===== src/rtl/pm_regs_pkg.sv =====
`timescale 1ns/1ps
package pm_regs_pkg;
   // storage and clear masks
   localparam logic [15:0] PM_STS_MASK  = 16'h8D31;
   localparam logic [15:0] PM_STS_RST   = 16'h0100;
   localparam logic [15:0] PM_EN_MASK   = 16'h0521;
   localparam logic [15:0] PM_CTL_MASK  = 16'h3C07;
   localparam logic [15:0] GP_STS_MASK  = 16'h0F81;
   localparam logic [15:0] GP_EN_MASK   = 16'h0F01;
   localparam logic [15:0] GLB_STS_MASK = 16'h0DF7;
   localparam logic [15:0] GLB_EN_MASK  = 16'h8D1F;
   localparam logic [31:0] GLB_CTL_MASK = 32'h0700FF07;
   localparam logic [31:0] DEV_STS_MASK = 32'h3FFF0FFF;
   localparam logic [31:0] DEV_CTL_MASK = 32'h0FFFFFFF;
   localparam logic [31:0] DEV_RD_FORCE = 32'h10000000;

   // window offsets (base of each register)
   localparam logic [5:0] OFS_PM_STS  = 6'h00;
   localparam logic [5:0] OFS_PM_EN   = 6'h02;
   localparam logic [5:0] OFS_PM_CTL  = 6'h04;
   localparam logic [5:0] OFS_TMR     = 6'h08;
   localparam logic [5:0] OFS_GP_STS  = 6'h0C;
   localparam logic [5:0] OFS_GP_EN   = 6'h0E;
   localparam logic [5:0] OFS_GLB_STS = 6'h18;
   localparam logic [5:0] OFS_DEV_STS = 6'h1C;
   localparam logic [5:0] OFS_GLB_EN  = 6'h20;
   localparam logic [5:0] OFS_GLB_CTL = 6'h28;
   localparam logic [5:0] OFS_DEV_CTL = 6'h2C;

   // sleep field layout in the control word
   localparam int SLP_EN_BIT   = 13;
   localparam int SLP_TYPE_LSB = 10;
   localparam int SLP_TYPE_W   = 3;

   function automatic logic [1:0] lanes16(input logic [5:0] off,
                                          input logic [5:0] base,
                                          input logic we);
      return (we && off[5:1] == base[5:1]) ? (2'b01 << off[0]) : 2'b00;
   endfunction

   function automatic logic [3:0] lanes32(input logic [5:0] off,
                                          input logic [5:0] base,
                                          input logic we);
      return (we && off[5:2] == base[5:2]) ? (4'b0001 << off[1:0]) : 4'b0000;
   endfunction
endpackage


===== src/rtl/pm_mreg.sv =====
`timescale 1ns/1ps
module pm_mreg #(
   parameter int                     BYTES = 2,
   parameter logic [8*BYTES-1:0]     MASK  = '1,
   parameter logic [8*BYTES-1:0]     RST   = '0,
   parameter bit                     W1C   = 1'b0
) (
   input  logic                 clk_i,
   input  logic                 rst_ni,
   input  logic [BYTES-1:0]     lane_we_i,
   input  logic [7:0]           wdata_i,
   input  logic [8*BYTES-1:0]   set_i,
   output logic [8*BYTES-1:0]   q_o
);
   localparam int W = 8 * BYTES;

   if (BYTES < 1 || BYTES > 4) begin : g_bad_bytes
      $error("pm_mreg: BYTES must be 1..4");
   end
   if ((RST & ~MASK) != '0) begin : g_bad_rst
      $error("pm_mreg: reset value outside mask");
   end

   logic [W-1:0] nxt;

   if (W1C) begin : g_w1c
      logic [W-1:0] clr;
      always_comb begin
         for (int b = 0; b < BYTES; b++)
            clr[8*b +: 8] = lane_we_i[b] ? wdata_i : 8'h00;
      end
      // set wins over a same-cycle clear
      assign nxt = ((q_o & ~clr) | set_i) & MASK;
   end else begin : g_rw
      logic [W-1:0] merged;
      always_comb begin
         for (int b = 0; b < BYTES; b++)
            merged[8*b +: 8] = lane_we_i[b] ? wdata_i : q_o[8*b +: 8];
      end
      assign nxt = (merged | set_i) & MASK;
   end

   always_ff @(posedge clk_i) begin
      if (!rst_ni) q_o <= RST;
      else         q_o <= nxt;
   end
endmodule


===== src/rtl/pm_sleep_dec.sv =====
`timescale 1ns/1ps
module pm_sleep_dec #(
   parameter int EN_BIT   = 13,
   parameter int TYPE_LSB = 10,
   parameter int TYPE_W   = 3,
   parameter int CTL_W    = 16
) (
   input  logic             clk_i,
   input  logic             rst_ni,
   input  logic             ctl_wr_i,
   input  logic [CTL_W-1:0] ctl_q_i,
   output logic             soft_off_o,
   output logic             suspend_o
);
   if (EN_BIT >= CTL_W || TYPE_LSB + TYPE_W > CTL_W) begin : g_bad_field
      $error("pm_sleep_dec: sleep field outside control word");
   end

   logic              wr_d;
   logic              armed;
   logic [TYPE_W-1:0] slp_type;

   always_ff @(posedge clk_i) begin
      if (!rst_ni) wr_d <= 1'b0;
      else         wr_d <= ctl_wr_i;
   end

   assign slp_type   = ctl_q_i[TYPE_LSB +: TYPE_W];
   assign armed      = wr_d && ctl_q_i[EN_BIT];
   assign soft_off_o = armed && (slp_type == TYPE_W'(0));
   assign suspend_o  = armed && (slp_type == TYPE_W'(1));


   sleep_src_chk: assert property (@(posedge clk_i) disable iff (!rst_ni)
      (soft_off_o || suspend_o) |-> $past(ctl_wr_i));

   sleep_excl_chk: assert property (@(posedge clk_i) disable iff (!rst_ni)
      !(soft_off_o && suspend_o));
endmodule


===== src/rtl/pm_regfile.sv =====
`timescale 1ns/1ps
module pm_regfile
   import pm_regs_pkg::*;
#(
   parameter logic [15:0] SCI_SRC_MASK = 16'h0521
) (
   input  logic        clk_i,
   input  logic        rst_ni,
   input  logic [5:0]  addr_i,
   input  logic        wr_en_i,
   input  logic [7:0]  wr_data_i,
   output logic [7:0]  rd_data_o,
   input  logic [31:0] timer_val_i,
   input  logic        timer_ovf_i,
   input  logic        smm_i,
   input  logic [15:0] pm_set_i,
   input  logic [15:0] gp_set_i,
   input  logic [15:0] glb_set_i,
   input  logic [31:0] dev_set_i,
   output logic        sci_o,
   output logic        soft_off_o,
   output logic        suspend_o
);
   if ((SCI_SRC_MASK & ~PM_STS_MASK) != 16'h0) begin : g_bad_sci
      $error("pm_regfile: interrupt source outside status mask");
   end

   logic [15:0] pm_sts_q, pm_en_q, pm_ctl_q, gp_sts_q, gp_en_q, glb_sts_q, glb_en_q;
   logic [31:0] dev_sts_q, glb_ctl_q, dev_ctl_q, dev_rd;
   logic [15:0] pm_set;

   assign pm_set = (pm_set_i | {15'h0, timer_ovf_i}) & PM_STS_MASK;

   pm_mreg #(.BYTES(2), .MASK(PM_STS_MASK), .RST(PM_STS_RST), .W1C(1'b1)) u_pm_sts (
      .clk_i, .rst_ni, .lane_we_i(lanes16(addr_i, OFS_PM_STS, wr_en_i)),
      .wdata_i(wr_data_i), .set_i(pm_set), .q_o(pm_sts_q));
   pm_mreg #(.BYTES(2), .MASK(PM_EN_MASK), .RST(16'h0), .W1C(1'b0)) u_pm_en (
      .clk_i, .rst_ni, .lane_we_i(lanes16(addr_i, OFS_PM_EN, wr_en_i)),
      .wdata_i(wr_data_i), .set_i(16'h0), .q_o(pm_en_q));
   pm_mreg #(.BYTES(2), .MASK(PM_CTL_MASK), .RST(16'h0), .W1C(1'b0)) u_pm_ctl (
      .clk_i, .rst_ni, .lane_we_i(lanes16(addr_i, OFS_PM_CTL, wr_en_i)),
      .wdata_i(wr_data_i), .set_i(16'h0), .q_o(pm_ctl_q));
   pm_mreg #(.BYTES(2), .MASK(GP_STS_MASK), .RST(16'h0), .W1C(1'b1)) u_gp_sts (
      .clk_i, .rst_ni, .lane_we_i(lanes16(addr_i, OFS_GP_STS, wr_en_i)),
      .wdata_i(wr_data_i), .set_i(gp_set_i & GP_STS_MASK), .q_o(gp_sts_q));
   pm_mreg #(.BYTES(2), .MASK(GP_EN_MASK), .RST(16'h0), .W1C(1'b0)) u_gp_en (
      .clk_i, .rst_ni, .lane_we_i(lanes16(addr_i, OFS_GP_EN, wr_en_i)),
      .wdata_i(wr_data_i), .set_i(16'h0), .q_o(gp_en_q));
   pm_mreg #(.BYTES(2), .MASK(GLB_STS_MASK), .RST(16'h0), .W1C(1'b1)) u_glb_sts (
      .clk_i, .rst_ni, .lane_we_i(lanes16(addr_i, OFS_GLB_STS, wr_en_i)),
      .wdata_i(wr_data_i), .set_i(glb_set_i & GLB_STS_MASK), .q_o(glb_sts_q));
   pm_mreg #(.BYTES(4), .MASK(DEV_STS_MASK), .RST(32'h0), .W1C(1'b1)) u_dev_sts (
      .clk_i, .rst_ni, .lane_we_i(lanes32(addr_i, OFS_DEV_STS, wr_en_i)),
      .wdata_i(wr_data_i), .set_i(dev_set_i & DEV_STS_MASK), .q_o(dev_sts_q));
   pm_mreg #(.BYTES(2), .MASK(GLB_EN_MASK), .RST(16'h0), .W1C(1'b0)) u_glb_en (
      .clk_i, .rst_ni, .lane_we_i(lanes16(addr_i, OFS_GLB_EN, wr_en_i)),
      .wdata_i(wr_data_i), .set_i(16'h0), .q_o(glb_en_q));
   pm_mreg #(.BYTES(4), .MASK(GLB_CTL_MASK), .RST(32'h0), .W1C(1'b0)) u_glb_ctl (
      .clk_i, .rst_ni, .lane_we_i(lanes32(addr_i, OFS_GLB_CTL, wr_en_i)),
      .wdata_i(wr_data_i), .set_i(32'h0), .q_o(glb_ctl_q));
   pm_mreg #(.BYTES(4), .MASK(DEV_CTL_MASK), .RST(32'h0), .W1C(1'b0)) u_dev_ctl (
      .clk_i, .rst_ni, .lane_we_i(lanes32(addr_i, OFS_DEV_CTL, wr_en_i)),
      .wdata_i(wr_data_i), .set_i(32'h0), .q_o(dev_ctl_q));

   pm_sleep_dec #(.EN_BIT(SLP_EN_BIT), .TYPE_LSB(SLP_TYPE_LSB), .TYPE_W(SLP_TYPE_W),
                  .CTL_W(16)) u_sleep (
      .clk_i, .rst_ni,
      .ctl_wr_i(lanes16(addr_i, OFS_PM_CTL, wr_en_i) != 2'b00),
      .ctl_q_i(pm_ctl_q), .soft_off_o, .suspend_o);

   // level interrupt from enabled qualifying sources
   assign sci_o = |(pm_sts_q & pm_en_q & SCI_SRC_MASK);

   assign dev_rd = dev_sts_q | DEV_RD_FORCE;

   always_comb begin
      rd_data_o = 8'h00;
      case (addr_i)
         6'h00, 6'h01: rd_data_o = pm_sts_q[{addr_i[0], 3'b000} +: 8];
         6'h02, 6'h03: rd_data_o = pm_en_q[{addr_i[0], 3'b000} +: 8];
         6'h04, 6'h05: rd_data_o = pm_ctl_q[{addr_i[0], 3'b000} +: 8];
         6'h08, 6'h09, 6'h0A, 6'h0B:
                       rd_data_o = timer_val_i[{addr_i[1:0], 3'b000} +: 8];
         6'h0C, 6'h0D: rd_data_o = gp_sts_q[{addr_i[0], 3'b000} +: 8];
         6'h0E, 6'h0F: rd_data_o = gp_en_q[{addr_i[0], 3'b000} +: 8];
         6'h18:        rd_data_o = {(gp_sts_q != 16'h0), (pm_sts_q != 16'h0), smm_i,
                                    (dev_sts_q != 32'h0), 4'h0}
                                   | (glb_sts_q[7:0] & 8'h05);
         6'h19:        rd_data_o = glb_sts_q[15:8];
         6'h1C, 6'h1D, 6'h1E, 6'h1F:
                       rd_data_o = dev_rd[{addr_i[1:0], 3'b000} +: 8];
         6'h20, 6'h21: rd_data_o = glb_en_q[{addr_i[0], 3'b000} +: 8];
         6'h28, 6'h29, 6'h2A, 6'h2B:
                       rd_data_o = glb_ctl_q[{addr_i[1:0], 3'b000} +: 8];
         6'h2C, 6'h2D, 6'h2E, 6'h2F:
                       rd_data_o = dev_ctl_q[{addr_i[1:0], 3'b000} +: 8];
         default:      rd_data_o = 8'h00;
      endcase
   end


   pm_clr_chk: assert property (@(posedge clk_i) disable iff (!rst_ni)
      (wr_en_i && addr_i == 6'h00 && wr_data_i[0] && !pm_set_i[0] && !timer_ovf_i)
      |=> !pm_sts_q[0]);

   ovf_set_chk: assert property (@(posedge clk_i) disable iff (!rst_ni)
      timer_ovf_i |=> pm_sts_q[0]);

   sci_rise_chk: assert property (@(posedge clk_i) disable iff (!rst_ni)
      $rose(sci_o) |-> $past(wr_en_i || timer_ovf_i || pm_set_i != 16'h0));

   sci_fall_chk: assert property (@(posedge clk_i) disable iff (!rst_ni)
      $fell(sci_o) |-> $past(wr_en_i));

   glb_smm_chk: assert property (@(posedge clk_i) disable iff (!rst_ni)
      (addr_i == 6'h18) |-> (rd_data_o[5] == smm_i));
endmodule


===== config.mk =====
export PLATFORM = sky130hd
export DESIGN_NAME = pm_regfile
export DESIGN_NICKNAME = d
export VERILOG_FILES = /design/src/rtl/pm_regs_pkg.sv /design/src/rtl/pm_mreg.sv /design/src/rtl/pm_sleep_dec.sv /design/src/rtl/pm_regfile.sv
export SDC_FILE = /design/constraint.sdc
export NUM_CORES = 1
export LEC_CHECK = 0
export CELL_PAD_IN_SITES_DETAIL_PLACEMENT = 0
export CELL_PAD_IN_SITES_GLOBAL_PLACEMENT = 1
export CORE_UTILIZATION = 43
export DETAILED_ROUTE_END_ITERATION = 16
export PLACE_DENSITY = 0.91
export REMOVE_ABC_BUFFERS = 1
export SETUP_SLACK_MARGIN = 0.3
export SYNTH_ARGS = -nofsm -noshare
export SYNTH_HDL_FRONTEND = slang
export SYNTH_HIERARCHICAL = 1
export SYNTH_SLANG_ARGS = --single-unit

===== constraint.sdc =====
create_clock -name clk_i -period 3.75 [get_ports clk_i]
set_input_delay 0.375 -clock clk_i [delete_from_list [all_inputs] [get_ports clk_i]]
set_output_delay 0.375 -clock clk_i [all_outputs]
set_load 0.01 [all_outputs]

==> results.json <==
{
  "status": "finished clean",
  "final_core_utilization_pct": 53.0,
  "syn-cell-area_um2": 7530,
  "drtPass1Iterations": 5,
  "clock_sinks": 112,
  "die_area_um2": 18000,
  "nFillCells": 1646,
  "power.total_w": 0.00302,
  "reg2reg_slack_ps": 2860,
  "rows": 48,
  "clk_latency_ps": 360,
  "arrival_ps": 2960,
  "synthToLayoutAreaGrowth_pct": 20.9,
  "crit_path_start": "addr_i[0]",
  "clk_pin_slew_ps": 80,
  "die_height_um": 134,
  "cts_made_buffers": 9,
  "fin_tns_setup_ps": 0,
  "required_ps": 3380,
  "cts_hold_buffers": 0,
  "boundaryPins": 142,
  "gp_congestion": 0.910,
  "drc": 0,
  "place.detailed.hpwl_um": 16800,
  "design_area_um2": 9100,
  "startpoint_type": "primary input",
  "io_buffers": 105,
  "wl_per_cell_um": 18.1,
  "start_util_pct": 43.8,
  "avgSynthCellArea_um2": 8.71,
  "ctsLongestPathBuffers": 2,
  "min_to": "u_pm_sts/q_o[8]",
  "cts_tree": "done",
  "worstMarginPinSlew_ps": 1210,
  "post-cts-setup-buffers": 0,
  "vias": 6749,
  "min_period_ps": 3340,
  "dpl_cell_area_um2": 8770,
  "hp-class": "primary input to flip-flop",
  "nets": 1156,
  "final_common_cell": "conb_1",
  "endpoint_kind": "output port",
  "final_max_slew_viol_count": 0,
  "wirelength_um": 22700,
  "grt_max_degree": 65,
  "power.leakage_nw": 3.81,
  "finalHoldViolCount": 0,
  "antenna_cells": 0,
  "setup_violations": 0,
  "first_global_vias": 6314,
  "htreeDepth": 3,
  "drtAntennaViolNets": 0,
  "drtIter0Drc": 652,
  "synth_cells": 864,
  "fin_crit_sh_pct": 89.0,
  "grtUsageTotal_pct": 25.6,
  "max_cap_violations": 0,
  "peakVddDrop_mv": 0.221,
  "clock_skew_ps": 0,
  "drive_gt1_share_pct": 12.3,
  "vias_per_cell": 5.38,
  "antenna_found_initial": 0,
  "critPathKind": "primary input to output port",
  "coreArea_um2": 17200,
  "rr_startpoint": "u_pm_ctl/q_o[11]",
  "cts-root-buf": "clkbuf_16",
  "slew_headroom_pct": 18.8,
  "die_w_um": 134,
  "mostFrequentLayoutCells": "conb_1 (158), dfxtp_1 (112), clkdlybuf4s50_1 (95)",
  "rsz0062_at_grt": "false",
  "worstRegToRegCells": 2,
  "reg2reg_to": "u_pm_ctl/q_o[11]",
  "grt_overflow": 0,
  "max_freq_mhz": 300,
  "cp_max_fo": 7,
  "hold_ws_ps": 558,
  "holdPathStages": 3,
  "hold_start": "rst_ni",
  "yosysWarnings": 6,
  "p_per_area_nw_per_um2": 332,
  "grt_pass1_wl_um": 35100
}
## how the worst max path moves through the flow
stage	endpoint	slack (ps)	cells after the start
after floorplan	rd_data_o[4]	620	5
after global placement	rd_data_o[0]	160	9
after detailed placement	rd_data_o[0]	160	9
after CTS	rd_data_o[4]	320	8
after global routing	rd_data_o[4]	350	8
final	rd_data_o[4]	410	8
## area by class of cell
| cell class | instances | area (µm²) | share of cell area [%] |
|---|---|---|---|
| repair buffers | 148 | 1430 | 15.7 |
| multi-input cells | 707 | 4650 | 51.0 |
| flip-flops and latches | 112 | 2240 | 24.6 |
| clock buffers | 9 | 225 | 2.47 |
| clock inverters | 7 | 100 | 1.10 |
| inverters | 47 | 176 | 1.94 |
| well taps | 225 | 282 | 3.09 |
## routing by layer
layer	track usage [%]	part of all wire (%)	vias up
met1	35.2	46	3143
met2	40.2	44	268
met4	10.2	2.7	0
li1	-	-	3300
met5	0	0	-
met3	3.59	7.2	38
## per-stage QoR
step,cells,setup slack [ps]
2_1_floorplan,866,619
5_1_grt,1255,352
6_report,1255,414
3_3_place_gp,1239,163
4_1_cts,1255,321
3_5_place_dp,1239,165
## flip-flops by register name, summed over array words and instances, names as in the netlist
register and flops:
u_pm_sts/q_o 7, u_gp_sts/q_o 6, u_glb_sts/q_o 5, u_glb_ctl/q_o 14, u_dev_sts/q_o 26, u_glb_en/q_o 9, u_dev_ctl/q_o 28, u_sleep/wr_d 1
u_gp_en/q_o 5, u_pm_en/q_o 4, u_pm_ctl/q_o 7
## critical path, stage by stage
cell	delay, ps
clkdlybuf4s50_1	690
buf_4	200
nand2b_1	340
a221o_1	190
o22ai_1	80
o311a_1	380
o31ai_1	110
clkdlybuf4s50_1	590
## power by group
| group | internal (W) | leakage, nW | switching (W) | total (W) |
|---|---|---|---|---|
| registers | 0.00127 | 0.939 | 0.0000636 | 0.00134 |
| logic | 0.000299 | 2.71 | 0.000285 | 0.000584 |
| clock network | 0.000596 | 0.161 | 0.000500 | 0.00110 |
## what timing repair did
item / 4_1_cts / 5_1_grt
endpoints found under the hold margin: 0 / 0
endpoints found under the setup margin: 7 / 4
gates resized for setup: 10 / 3
Note: power is estimated with default switching activity, not from simulation.
